<file path="config.mk">
export PLATFORM = sky130hd
export DESIGN_NAME = cc_timer
export DESIGN_NICKNAME = d
export VERILOG_FILES = /design/src/rtl/cct_pkg.sv /design/src/rtl/cct_flag.sv /design/src/rtl/cct_prescaler.sv /design/src/rtl/cct_channel.sv /design/src/rtl/cc_timer.sv
export SDC_FILE = /design/constraint.sdc
export NUM_CORES = 1
export LEC_CHECK = 0
export ABC_AREA = 1
export BUFFER_PORTS_ARGS = -buffer_cell sky130_fd_sc_hd__buf_2
export CAP_MARGIN = 20
export CORE_MARGIN = 1
export CORE_UTILIZATION = 30
export CTS_CLUSTER_DIAMETER = 100
export CTS_CLUSTER_SIZE = 16
export DETAILED_ROUTE_END_ITERATION = 7
export GPL_TIMING_DRIVEN = 0
export MAX_ROUTING_LAYER = met4
export PLACE_DENSITY = 0.57
export SLEW_MARGIN = 10
export SYNTH_ARGS = -nofsm -noshare
export SYNTH_HDL_FRONTEND = slang
export SYNTH_SLANG_ARGS = --single-unit
</file>
<file path="constraint.sdc">
create_clock -name clk -period 2.4 [get_ports clk]
set_input_delay 0 -clock clk [delete_from_list [all_inputs] [get_ports clk]]
set_output_delay 0 -clock clk [all_outputs]
set_load 0.005 [all_outputs]
</file>
<file path="src/rtl/cct_pkg.sv">
package cct_pkg;
  localparam int ADDR_W   = 3;
  localparam int FLAG_BIT = 7;

  localparam logic [ADDR_W-1:0] A_CTRL  = 3'd0;
  localparam logic [ADDR_W-1:0] A_MOD   = 3'd1;
  localparam logic [ADDR_W-1:0] A_CNT   = 3'd2;
  localparam logic [ADDR_W-1:0] A_C0CTL = 3'd3;

  typedef enum logic [1:0] {
    MODE_OFF = 2'b00,
    MODE_CAP = 2'b01,
    MODE_CMP = 2'b10,
    MODE_RSV = 2'b11
  } ch_mode_e;
endpackage

</file>
<file path="src/rtl/cct_flag.sv">
// Sticky event flag, cleared by read-while-set followed by a write of zero.
module cct_flag (
  input  logic clk,
  input  logic rst,
  input  logic set,
  input  logic rd_hit,
  input  logic wr_hit,
  input  logic wbit,
  output logic flag
);
  logic armed;

  always_ff @(posedge clk) begin
    if (rst) begin
      flag  <= 1'b0;
      armed <= 1'b0;
    end else begin
      if (set)                          flag <= 1'b1;
      else if (wr_hit && armed && !wbit) flag <= 1'b0;
      if (wr_hit)                       armed <= 1'b0;
      else if (rd_hit && flag)          armed <= 1'b1;
    end
  end
endmodule

</file>
<file path="src/rtl/cct_prescaler.sv">
// Count-enable source: power-of-two bus clock divider or synchronised external edges.
module cct_prescaler #(
  parameter int SELW = 3
) (
  input  logic            clk,
  input  logic            rst,
  input  logic            clr,
  input  logic            run,
  input  logic [SELW-1:0] sel,
  input  logic            ext_clk,
  output logic            tick
);
  localparam int DIVW = (1 << SELW) - 2;
  localparam logic [SELW-1:0] SEL_EXT = '1;

  logic [DIVW-1:0] div;
  logic [DIVW-1:0] low_mask;
  logic [2:0]      ext_sy;
  logic            hit;

  always_ff @(posedge clk) begin
    if (rst || clr)  div <= '0;
    else if (run)    div <= div + 1'b1;
  end

  always_ff @(posedge clk) begin
    if (rst) ext_sy <= '0;
    else     ext_sy <= {ext_sy[1:0], ext_clk};
  end

  always_comb begin
    low_mask = ~({DIVW{1'b1}} << sel);
    if (sel == SEL_EXT) hit = ext_sy[1] && !ext_sy[2];
    else                hit = &(div | ~low_mask);
  end

  assign tick = run && hit && !clr;
endmodule

</file>
<file path="src/rtl/cct_channel.sv">
// One capture/compare channel with optional buffered-duty PWM.
module cct_channel
  import cct_pkg::*;
#(
  parameter int CW = 16
) (
  input  logic          clk,
  input  logic          rst,
  input  logic          tick,
  input  logic          wrap,
  input  logic [CW-1:0] cnt,
  input  logic [CW-1:0] cnt_nxt,
  input  logic          cin,
  input  logic          ctl_wr,
  input  logic          ctl_rd,
  input  logic          val_wr,
  input  logic          pwm_on,
  input  logic [CW-1:0] wdata,
  output logic          cout,
  output logic [7:0]    ctl_q,
  output logic [CW-1:0] val_q,
  output logic          irq
);
  logic [6:0]    cfg;
  logic [CW-1:0] duty;
  logic [2:0]    sy;
  logic          flag, rise, fall, cap, match, is_cmp;

  assign is_cmp = (cfg[1:0] == MODE_CMP);
  assign rise   = sy[1] && !sy[2];
  assign fall   = !sy[1] && sy[2];
  assign cap    = (cfg[1:0] == MODE_CAP) && ((cfg[2] && rise) || (cfg[3] && fall));
  assign match  = is_cmp && tick && (cnt_nxt == (pwm_on ? duty : val_q));

  always_ff @(posedge clk) begin
    if (rst) begin
      cfg   <= '0;
      val_q <= '0;
      duty  <= '0;
      sy    <= '0;
      cout  <= 1'b0;
    end else begin
      sy <= {sy[1:0], cin};
      if (ctl_wr) cfg <= wdata[6:0];
      if (cap)         val_q <= cnt;
      else if (val_wr) val_q <= wdata;
      if (pwm_on && wrap) duty <= val_q;
      if (match) begin
        if (pwm_on) cout <= 1'b0;
        else begin
          case (cfg[3:2])
            2'b01:   cout <= ~cout;
            2'b10:   cout <= 1'b0;
            2'b11:   cout <= 1'b1;
            default: cout <= cout;
          endcase
        end
      end else if (wrap && is_cmp) begin
        if (pwm_on)      cout <= 1'b1;
        else if (cfg[4]) cout <= ~cout;
      end
    end
  end

  cct_flag u_flag (
    .clk   (clk),
    .rst   (rst),
    .set   (cap || match),
    .rd_hit(ctl_rd),
    .wr_hit(ctl_wr),
    .wbit  (wdata[FLAG_BIT]),
    .flag  (flag)
  );

  assign ctl_q = {flag, cfg};
  assign irq   = flag && cfg[5];
endmodule

</file>
<file path="src/rtl/cc_timer.sv">
module cc_timer
  import cct_pkg::*;
#(
  parameter int CW   = 16,
  parameter int SELW = 3
) (
  input  logic              clk,
  input  logic              rst,
  input  logic [ADDR_W-1:0] addr,
  input  logic              wr_en,
  input  logic              rd_en,
  input  logic [CW-1:0]     wdata,
  output logic [CW-1:0]     rdata,
  input  logic              ext_clk,
  input  logic [1:0]        ch_in,
  output logic [1:0]        ch_out,
  output logic              irq_ovf,
  output logic [1:0]        irq_ch
);
  localparam int NCH    = 2;
  localparam int IE_BIT = SELW + 2;

  logic            stop_q, ovf_ie, ovf_flag;
  logic [SELW-1:0] sel_q;
  logic [CW-1:0]   mod_q, cnt, cnt_nxt, top_val;
  logic            tick, wrap, clr, wr_ctrl, pair;
  logic [7:0]      ctl_q [NCH];
  logic [CW-1:0]   val_q [NCH];

  assign wr_ctrl = wr_en && (addr == A_CTRL);
  assign clr     = wr_ctrl && wdata[1];

  always_ff @(posedge clk) begin
    if (rst) begin
      stop_q <= 1'b1;
      sel_q  <= '0;
      ovf_ie <= 1'b0;
      mod_q  <= '0;
    end else begin
      if (wr_ctrl) begin
        stop_q <= wdata[0];
        sel_q  <= wdata[2 +: SELW];
        ovf_ie <= wdata[IE_BIT];
      end
      if (wr_en && addr == A_MOD) mod_q <= wdata;
    end
  end

  cct_prescaler #(.SELW(SELW)) u_presc (
    .clk    (clk),
    .rst    (rst),
    .clr    (clr),
    .run    (!stop_q),
    .sel    (sel_q),
    .ext_clk(ext_clk),
    .tick   (tick)
  );

  assign top_val = (mod_q == '0) ? '1 : mod_q;
  assign wrap    = tick && (cnt == top_val);
  assign cnt_nxt = wrap ? '0 : cnt + 1'b1;

  always_ff @(posedge clk) begin
    if (rst || clr) cnt <= '0;
    else if (tick)  cnt <= cnt_nxt;
  end

  cct_flag u_ovf_flag (
    .clk   (clk),
    .rst   (rst),
    .set   (wrap),
    .rd_hit(rd_en && addr == A_CTRL),
    .wr_hit(wr_ctrl),
    .wbit  (wdata[FLAG_BIT]),
    .flag  (ovf_flag)
  );
  assign irq_ovf = ovf_flag && ovf_ie;

  assign pair = ctl_q[0][6] && (ctl_q[0][1:0] == MODE_CMP);

  for (genvar i = 0; i < NCH; i++) begin : g_ch
    localparam logic [ADDR_W-1:0] CTL_A = ADDR_W'(int'(A_C0CTL) + 2 * i);
    localparam logic [ADDR_W-1:0] VAL_A = ADDR_W'(int'(A_C0CTL) + 2 * i + 1);
    logic val_wr;
    if (i == 0) begin : g_lead
      assign val_wr = wr_en && (addr == VAL_A ||
                      (pair && addr == ADDR_W'(int'(A_C0CTL) + 3)));
    end else begin : g_follow
      assign val_wr = wr_en && addr == VAL_A && !pair;
    end
    cct_channel #(.CW(CW)) u_ch (
      .clk    (clk),
      .rst    (rst),
      .tick   (tick),
      .wrap   (wrap),
      .cnt    (cnt),
      .cnt_nxt(cnt_nxt),
      .cin    (ch_in[i]),
      .ctl_wr (wr_en && addr == CTL_A),
      .ctl_rd (rd_en && addr == CTL_A),
      .val_wr (val_wr),
      .pwm_on ((i == 0) ? pair : 1'b0),
      .wdata  (wdata),
      .cout   (ch_out[i]),
      .ctl_q  (ctl_q[i]),
      .val_q  (val_q[i]),
      .irq    (irq_ch[i])
    );
  end

  always_ff @(posedge clk) begin
    if (rst) rdata <= '0;
    else if (rd_en) begin
      case (addr)
        A_CTRL:  rdata <= CW'({ovf_flag, 1'b0, ovf_ie, sel_q, 1'b0, stop_q});
        A_MOD:   rdata <= mod_q;
        A_CNT:   rdata <= cnt;
        3'd3:    rdata <= CW'(ctl_q[0]);
        3'd4:    rdata <= val_q[0];
        3'd5:    rdata <= CW'(ctl_q[1]);
        3'd6:    rdata <= val_q[1];
        default: rdata <= '0;
      endcase
    end
  end
endmodule

</file>
==> results.json, run 1 <==
{
  "run_status": "complete, but fails checks",
  "violations": "setup timing",
  "utilization_pct": 38.0,
  "syn2layout_area_growth_pct": 24.7,
  "maxCapViolations": 0,
  "reg2reg_slack_ns": -0.51,
  "synthDistinctLibCells": 38,
  "die_x_um": 159,
  "diodes": 0,
  "rr_worst_depth": 20,
  "core_um2": 24200,
  "hold_violations": 0,
  "antenna_found_initial": 0,
  "wire_per_inst_um": 18.2,
  "hp-start": "wdata[1]",
  "fill_cells": 2605,
  "pre_cts_slack_ns": -0.647,
  "most-common-layout-cells": "nand2_1 (193), inv_1 (149), dfxtp_1 (130)",
  "relSlewSlack_pct": 45.9,
  "die_area_um2": 25300,
  "setup_slack_ns": -0.506,
  "num_rows": 57,
  "setup_tns_ns": -1.90,
  "gp_congestion": 0.983,
  "power.leakage_nw": 3.57,
  "synth_top_family_by_area": "compound AO/OA/AOI/OAI gates",
  "cts_buffers": 17,
  "hpwl_mm": 21.2,
  "cts_tree": "yes",
  "grt_pass1_vias": 7262,
  "power_mw": 5.90,
  "synthXorXnorAreaFrac_pct": 3.06,
  "chipHeight_um": 159,
  "irDropWorstVdd_mv": 0.353,
  "grt_max_degree": 17,
  "htree_levels": 4,
  "drc": 0,
  "synthMuxAreaShare_pct": 0,
  "vias_per_cell": 5.15,
  "root_buffer": "clkbuf_16",
  "synth-seq-area-share_pct": 37.4,
  "finalSetupViolations": 4,
  "ant_nets": 0,
  "min_period_ns": 2.91,
  "critPathKind": "flop to flop",
  "holdPathEnd": "g_ch[1].u_ch.cfg[1]",
  "yosys_warnings": 0,
  "skew_ns": 0.00754,
  "end_kind": "flop",
  "fin_crit_sh_pct": 121,
  "synth.avg_cell_area_um2": 6.74,
  "synth_edf_count": 0,
  "final_nets": 1220,
  "clk_latency_ns": 0.44,
  "drive_above_1_share_pct": 16.8,
  "synth.ff_latch_count": 138,
  "grt_pass1_wl_mm": 41.9,
  "place_area_um2": 8020,
  "arrival_ns": 3.24,
  "start_util_pct": 30.5,
  "rsz0062_at_grt": "yes",
  "synth_nets": 1125,
  "power_density_nw_per_um2": 640,
  "overflow": 0,
  "timing.rr.start": "mod_q[2]",
  "cts.sink_count": 138,
  "syn_area_um2": 7390,
  "start_kind": "flop",
  "synth_fa_ha_area_share_pct": 0.338,
  "dominantRegCellSynth": "dfxtp_1",
  "dr.pass1.iters": 7,
  "synth-simple-area-share_pct": 23.2,
  "crit_path_max_fanout": 7,
  "track_usage_pct": 22.4,
  "whs_path_depth": 3,
  "netlist_instances": 1097,
  "wirelength_mm": 27.8,
  "io_pins": 47,
  "synthArstFlopShare_pct": 0,
  "io_buffers": 44,
  "tightest_slew_ns": 0.811,
  "clkSlewWorstSetupHoldPaths_ns": 0.07,
  "clockBufferDepth": 2,
  "critical_path_required_ns": 2.73,
  "final_common_cell": "nand2_1",
  "fmax_mhz": 344,
  "hp-class": "input port to flop",
  "final_cell_area_um2": 9220,
  "synth_compound_area_share_pct": 24.4,
  "drt_iter0_drc": 724,
  "finalMaxSlewViolations": 0,
  "r2r_end": "g_ch[0].u_ch.cout",
  "vias": 7869
}
## critical path, cell delays in order (launching register included)
cell      delay [ns]
dfxtp_2         0.32
nor2_1          0.09
nand2_1         0.07
nor2_2          0.15
nand2_4         0.11
buf_6           0.15
nand3_1         0.09
nand2_2         0.09
nor2_2          0.10
nand2_1         0.06
nor2_2          0.17
nand3_4         0.13
buf_8           0.16
buf_4           0.13
nand2_2         0.12
xnor2_1         0.12
nor3_1          0.26
nand3_2         0.17
nand3b_1        0.19
nand2_1         0.07
nor2_1          0.05
## layer usage
| metal | up-vias | GRT usage, % | part of all wire, % | wire length [µm] |
|---|---|---|---|---|
| met5 | - | - | 0 | 0 |
| met4 | 0 | 10.7 | 4.4 | 1210 |
| met3 | 77 | 3.75 | 6.9 | 1910 |
| met2 | 299 | 34.8 | 46 | 12800 |
| met1 | 3645 | 28.3 | 43 | 11800 |
| li1 | 3848 | - | - | - |
## metrics by stage
step | instances | hold slack, ns
final | 1529 | 0.0113
after global routing | 1529 | 0.0162
after CTS | 1518 | 0.00186
after detailed placement | 1465 | 0.211
after global placement | 1465 | 0.202
after floorplan | 1097 | 0.107
## area by class of cell
type                    instances  area (µm²)  area share (%)
clock buffers                  17         425            4.61
repair buffers                 78         523            5.67
clock inverters                15         158            1.71
plain buffers                  59         303            3.28
inverters                     154         583            6.32
well taps                     324         405            4.40
flip-flops and latches        138        2780            30.1
multi-input cells             744        4050            43.9
## how the worst max path moves through the flow
stage / from / end / slack (ns) / depth (start not counted)
detailed placement: u_presc.div[2] / g_ch[0].u_ch.cout / -0.65 / 18
CTS: mod_q[14] / g_ch[1].u_ch.cout / -0.46 / 24
global route: mod_q[2] / g_ch[0].u_ch.cout / -0.72 / 21
global placement: cnt[1] / g_ch[1].u_ch.cout / -0.63 / 19
floorplan: cnt[0] / g_ch[1].u_ch.cout / 0.03 / 19
finish: mod_q[2] / g_ch[0].u_ch.cout / -0.51 / 20
## cell families (layout without fill, tap and decap cells)
group,Yosys count,in the layout
flip-flops,138,138
adder cells (fa/ha/maj),2,2
AND/OR/NAND/NOR,405,405
buffers and inverters,215,323
XOR/XNOR,25,25
AO/OA/AOI/OAI,312,312
## registers in the layout (all words and copies together), names as in the netlist
signal	cells
g_ch.u_ch.cfg	14
g_ch.u_ch.val_q	32
g_ch.u_ch.duty	16
g_ch.u_ch.sy	6
u_presc.div	6
u_ovf_flag.armed	1
g_ch.u_ch.cout	2
g_ch.u_ch.u_flag.flag	2
u_presc.ext_sy	3
sel_q	3
g_ch.u_ch.u_flag.armed	2
ovf_ie	1
mod_q	16
stop_q	1
rdata	16
cnt	16
u_ovf_flag.flag	1
## report_power, final
part           internal [mW]  total (mW)  switching [mW]
combinational          0.283       0.868           0.585
sequential              2.35        2.39          0.0406
clock                   1.47        2.64            1.17
## synth_stat cells, drive strengths merged (3+ instances only)
cell | n | share of area [%]
clkbuf | 51 | 2.6
a21oi | 91 | 6.2
a221oi | 15 | 1.8
a211oi | 34 | 3.5
nor3 | 14 | 1.0
o221ai | 3 | 0.36
inv | 152 | 7.7
nand4 | 10 | 0.85
o21ai | 118 | 8.0
nor2 | 102 | 5.3
nand3 | 53 | 4.1
or2 | 3 | 0.25
nand2 | 220 | 11
o22ai | 37 | 3.1
buf | 10 | 1.2
dfxtp | 138 | 37
o41ai | 3 | 0.36
o31ai | 5 | 0.51
xor2 | 23 | 2.8
## timing repair
item / CTS / global route
buffers inserted: 5 / 11
hold buffers: 14 / 0
gates cloned: 3 / 1
setup endpoints to repair: 46 / 52
gates resized for setup: 32 / 82
pin swaps: 7 / 30
hold endpoints to repair: 25 / 0
Note: power is estimated with default switching activity, not from simulation.
==> run 2, diff against run 1 <==
Settings changed: CORE_MARGIN 1 to 2.
==> run 2 against run 1 <==
The run still ends with setup timing left; power increased by 0.78%; combinational power down 2.9%; non-clock buffer count down 9; flip-flop and latch count stayed put; sequential power about the same; first-iteration DRC count rose by 17%; clock skew up 0.0027 ns; fmax grew 1.7%; die area up 2.5%; critical path type unchanged; count of clock-buffer cells in the layout increased by 1; register-to-register slack better by 0.05 ns; highest routed layer unchanged.
==> results.json, run 2 (synthesized netlist as in run 1, its figures left out) <==
{
  "clk_latency_ns": 0.44,
  "power.leakage_nw": 3.53,
  "critical_path_required_ns": 2.71,
  "io_buffers": 44,
  "arrival_ns": 3.16,
  "relSlewSlack_pct": 45.4,
  "crit_path_top_delay_cell": "dfxtp_1",
  "htree_levels": 4,
  "crit_path_end": "g_ch[1].u_ch.cout",
  "setup_tns_ns": -1.69,
  "die_x_um": 161,
  "cpPeakStageDelay_ns": 0.31,
  "hold_violations": 0,
  "grt_max_degree": 17,
  "drive_above_1_share_pct": 14.2,
  "final_cell_count_no_fill": 1520,
  "final_nets": 1211,
  "end_kind": "flop",
  "critPathMostFrequentCell": "nand2_1",
  "largest_reg_flops": 32,
  "core_um2": 24200,
  "final-seq-area_um2": 2770,
  "final_common_cell": "nand2_1",
  "final_cell_area_um2": 9080,
  "setup_slack_ns": -0.457,
  "num_rows": 57,
  "clockBufferDepth": 2,
  "critPathKind": "flop to flop",
  "whs_path_depth": 3,
  "start_kind": "flop",
  "vias": 7815,
  "min_period_ns": 2.86,
  "grt_pass1_vias": 6957,
  "io_pins": 47,
  "power_density_nw_per_um2": 654,
  "diodes": 0,
  "clkSlewWorstSetupHoldPaths_ns": 0.06,
  "start_util_pct": 30.5,
  "fmax_mhz": 350,
  "place_area_um2": 8020,
  "chipHeight_um": 161,
  "hpwl_mm": 20.8,
  "crit_chain": "nor2_1 -> nand2_1 -> nor2_2 -> nand2_4 -> buf_6 -> nand3_1 -> nand2_1 -> nor2_1 -> nand2_1 -> nor2_2 -> nand3_4 -> buf_4 -> nand3_1 -> nand2_1 -> nor2_1 -> nand2_1 -> nor2_4 -> nand3_2 -> nand2_2 -> nand2_1 -> nand2_1 -> a21oi_2",
  "drc": 0,
  "rr_worst_depth": 22,
  "most-common-layout-cells": "nand2_1 (204), inv_1 (149), dfxtp_1 (131)",
  "startpoint": "mod_q[0]",
  "gp_congestion": 0.944,
  "reg2reg_slack_ns": -0.46,
  "grt_pass1_wl_mm": 40.4,
  "crit_path_max_fanout": 10,
  "tightest_slew_ns": 0.820,
  "met2WireLength_mm": 12.7,
  "violations": "setup timing",
  "finalSetupViolations": 4,
  "wl_met3_mm": 2.05,
  "wirelength_mm": 27.1,
  "cts_buffers": 17,
  "multi_input_area_um2": 3950,
  "wire_per_inst_um": 17.8,
  "max_flop_register": "g_ch.u_ch.val_q",
  "dp_cells": 1465,
  "hp-start": "wdata[1]",
  "skew_ns": 0.0103,
  "power_mw": 5.94,
  "run_status": "complete, but fails checks",
  "cp.depth": 22,
  "dr.pass1.iters": 7,
  "track_usage_pct": 21.1,
  "vias_per_cell": 5.14,
  "finalMaxSlewViolations": 0,
  "overflow": 0,
  "root_buffer": "clkbuf_16",
  "path_buf_inv": 2,
  "timing.rr.start": "mod_q[0]",
  "fin_crit_sh_pct": 119,
  "r2r_end": "g_ch[1].u_ch.cout",
  "rsz0062_at_grt": "yes",
  "maxCapViolations": 0,
  "fill_cells": 2588,
  "cts_tree": "yes",
  "die_area_um2": 25900,
  "drt_iter0_drc": 848,
  "syn2layout_area_growth_pct": 22.8,
  "wl_met1_mm": 11.4,
  "antenna_found_initial": 0,
  "route.top_layer_used": "met4",
  "cts.sink_count": 138,
  "irDropWorstVdd_mv": 0.462,
  "critPathTopFamily": "simple AND/OR/NAND/NOR gates",
  "hp-class": "input port to flop",
  "ant_nets": 0,
  "utilization_pct": 37.5
}
[run 2: cell types whose count changed in the layout (fill, tap and decap cells not counted), sizes merged]
cell and delta:
inv -3, clkinvlp -1, bufinv +1, buf -8, clkinv +2
[run 2: cell type report]
cell class              instances  share of cell area (%)
clock buffers                  18                    4.83
plain buffers                  59                    3.28
inverters                     154                    6.36
flip-flops and latches        138                    30.5
well taps                     324                    4.46
multi-input cells             744                    43.4
clock inverters                14                    1.80
repair buffers                 69                    5.32
[run 2: per-layer routing]
layer | global-route usage (%) | vias to the layer above
met4 | 7.95 | 0
met5 | - | -
li1 | - | 3822
met1 | 27.3 | 3574
met2 | 33.6 | 356
met3 | 2.90 | 63
[run 2: how the worst min path moves through the flow]
stage / endpoint / slack, ns
after CTS: g_ch[1].u_ch.cfg[1] / 0.001
after global placement: g_ch[1].u_ch.sy[0] / 0.20
after floorplan: g_ch[0].u_ch.sy[0] / 0.11
final: g_ch[1].u_ch.cfg[1] / 0.01
after detailed placement: g_ch[1].u_ch.sy[0] / 0.21
after global routing: g_ch[1].u_ch.cfg[4] / 0.01
[run 2: repair_timing]
action	CTS	global route
pin swaps	7	23
gates resized for setup	25	55
setup buffers	2	4
cloned	0	5
endpoints found under the setup margin	46	46
hold buffers	14	0
endpoints found under the hold margin	26	0
[run 2: per-stage QoR]
step                hold slack (ns)  setup WS (ns)
finish                      0.00998         -0.457
global route                 0.0145         -0.662
global placement              0.200         -0.574
detailed placement            0.207         -0.634
CTS                         0.00128         -0.403
floorplan                     0.107         0.0262
[run 2: report_power, final]
part	switching, mW	internal (mW)
registers	0.0402	2.36
clock network	1.13	1.58
logic	0.571	0.273
total	1.74	4.21
[run 2: worst register-to-register path, stage by stage (launching register included)]
cell and delay (ns):
dfxtp_1 0.31, nor2_1 0.10, nand2_1 0.08, nor2_2 0.16, nand2_4 0.11, buf_6 0.15
nand3_1 0.06, nand2_1 0.07, nor2_1 0.13, nand2_1 0.07, nor2_2 0.16, nand3_4 0.12
buf_4 0.21, nand3_1 0.09, nand2_1 0.06, nor2_1 0.15, nand2_1 0.11, nor2_4 0.20
nand3_2 0.12, nand2_2 0.09, nand2_1 0.05, nand2_1 0.07, a21oi_2 0.05
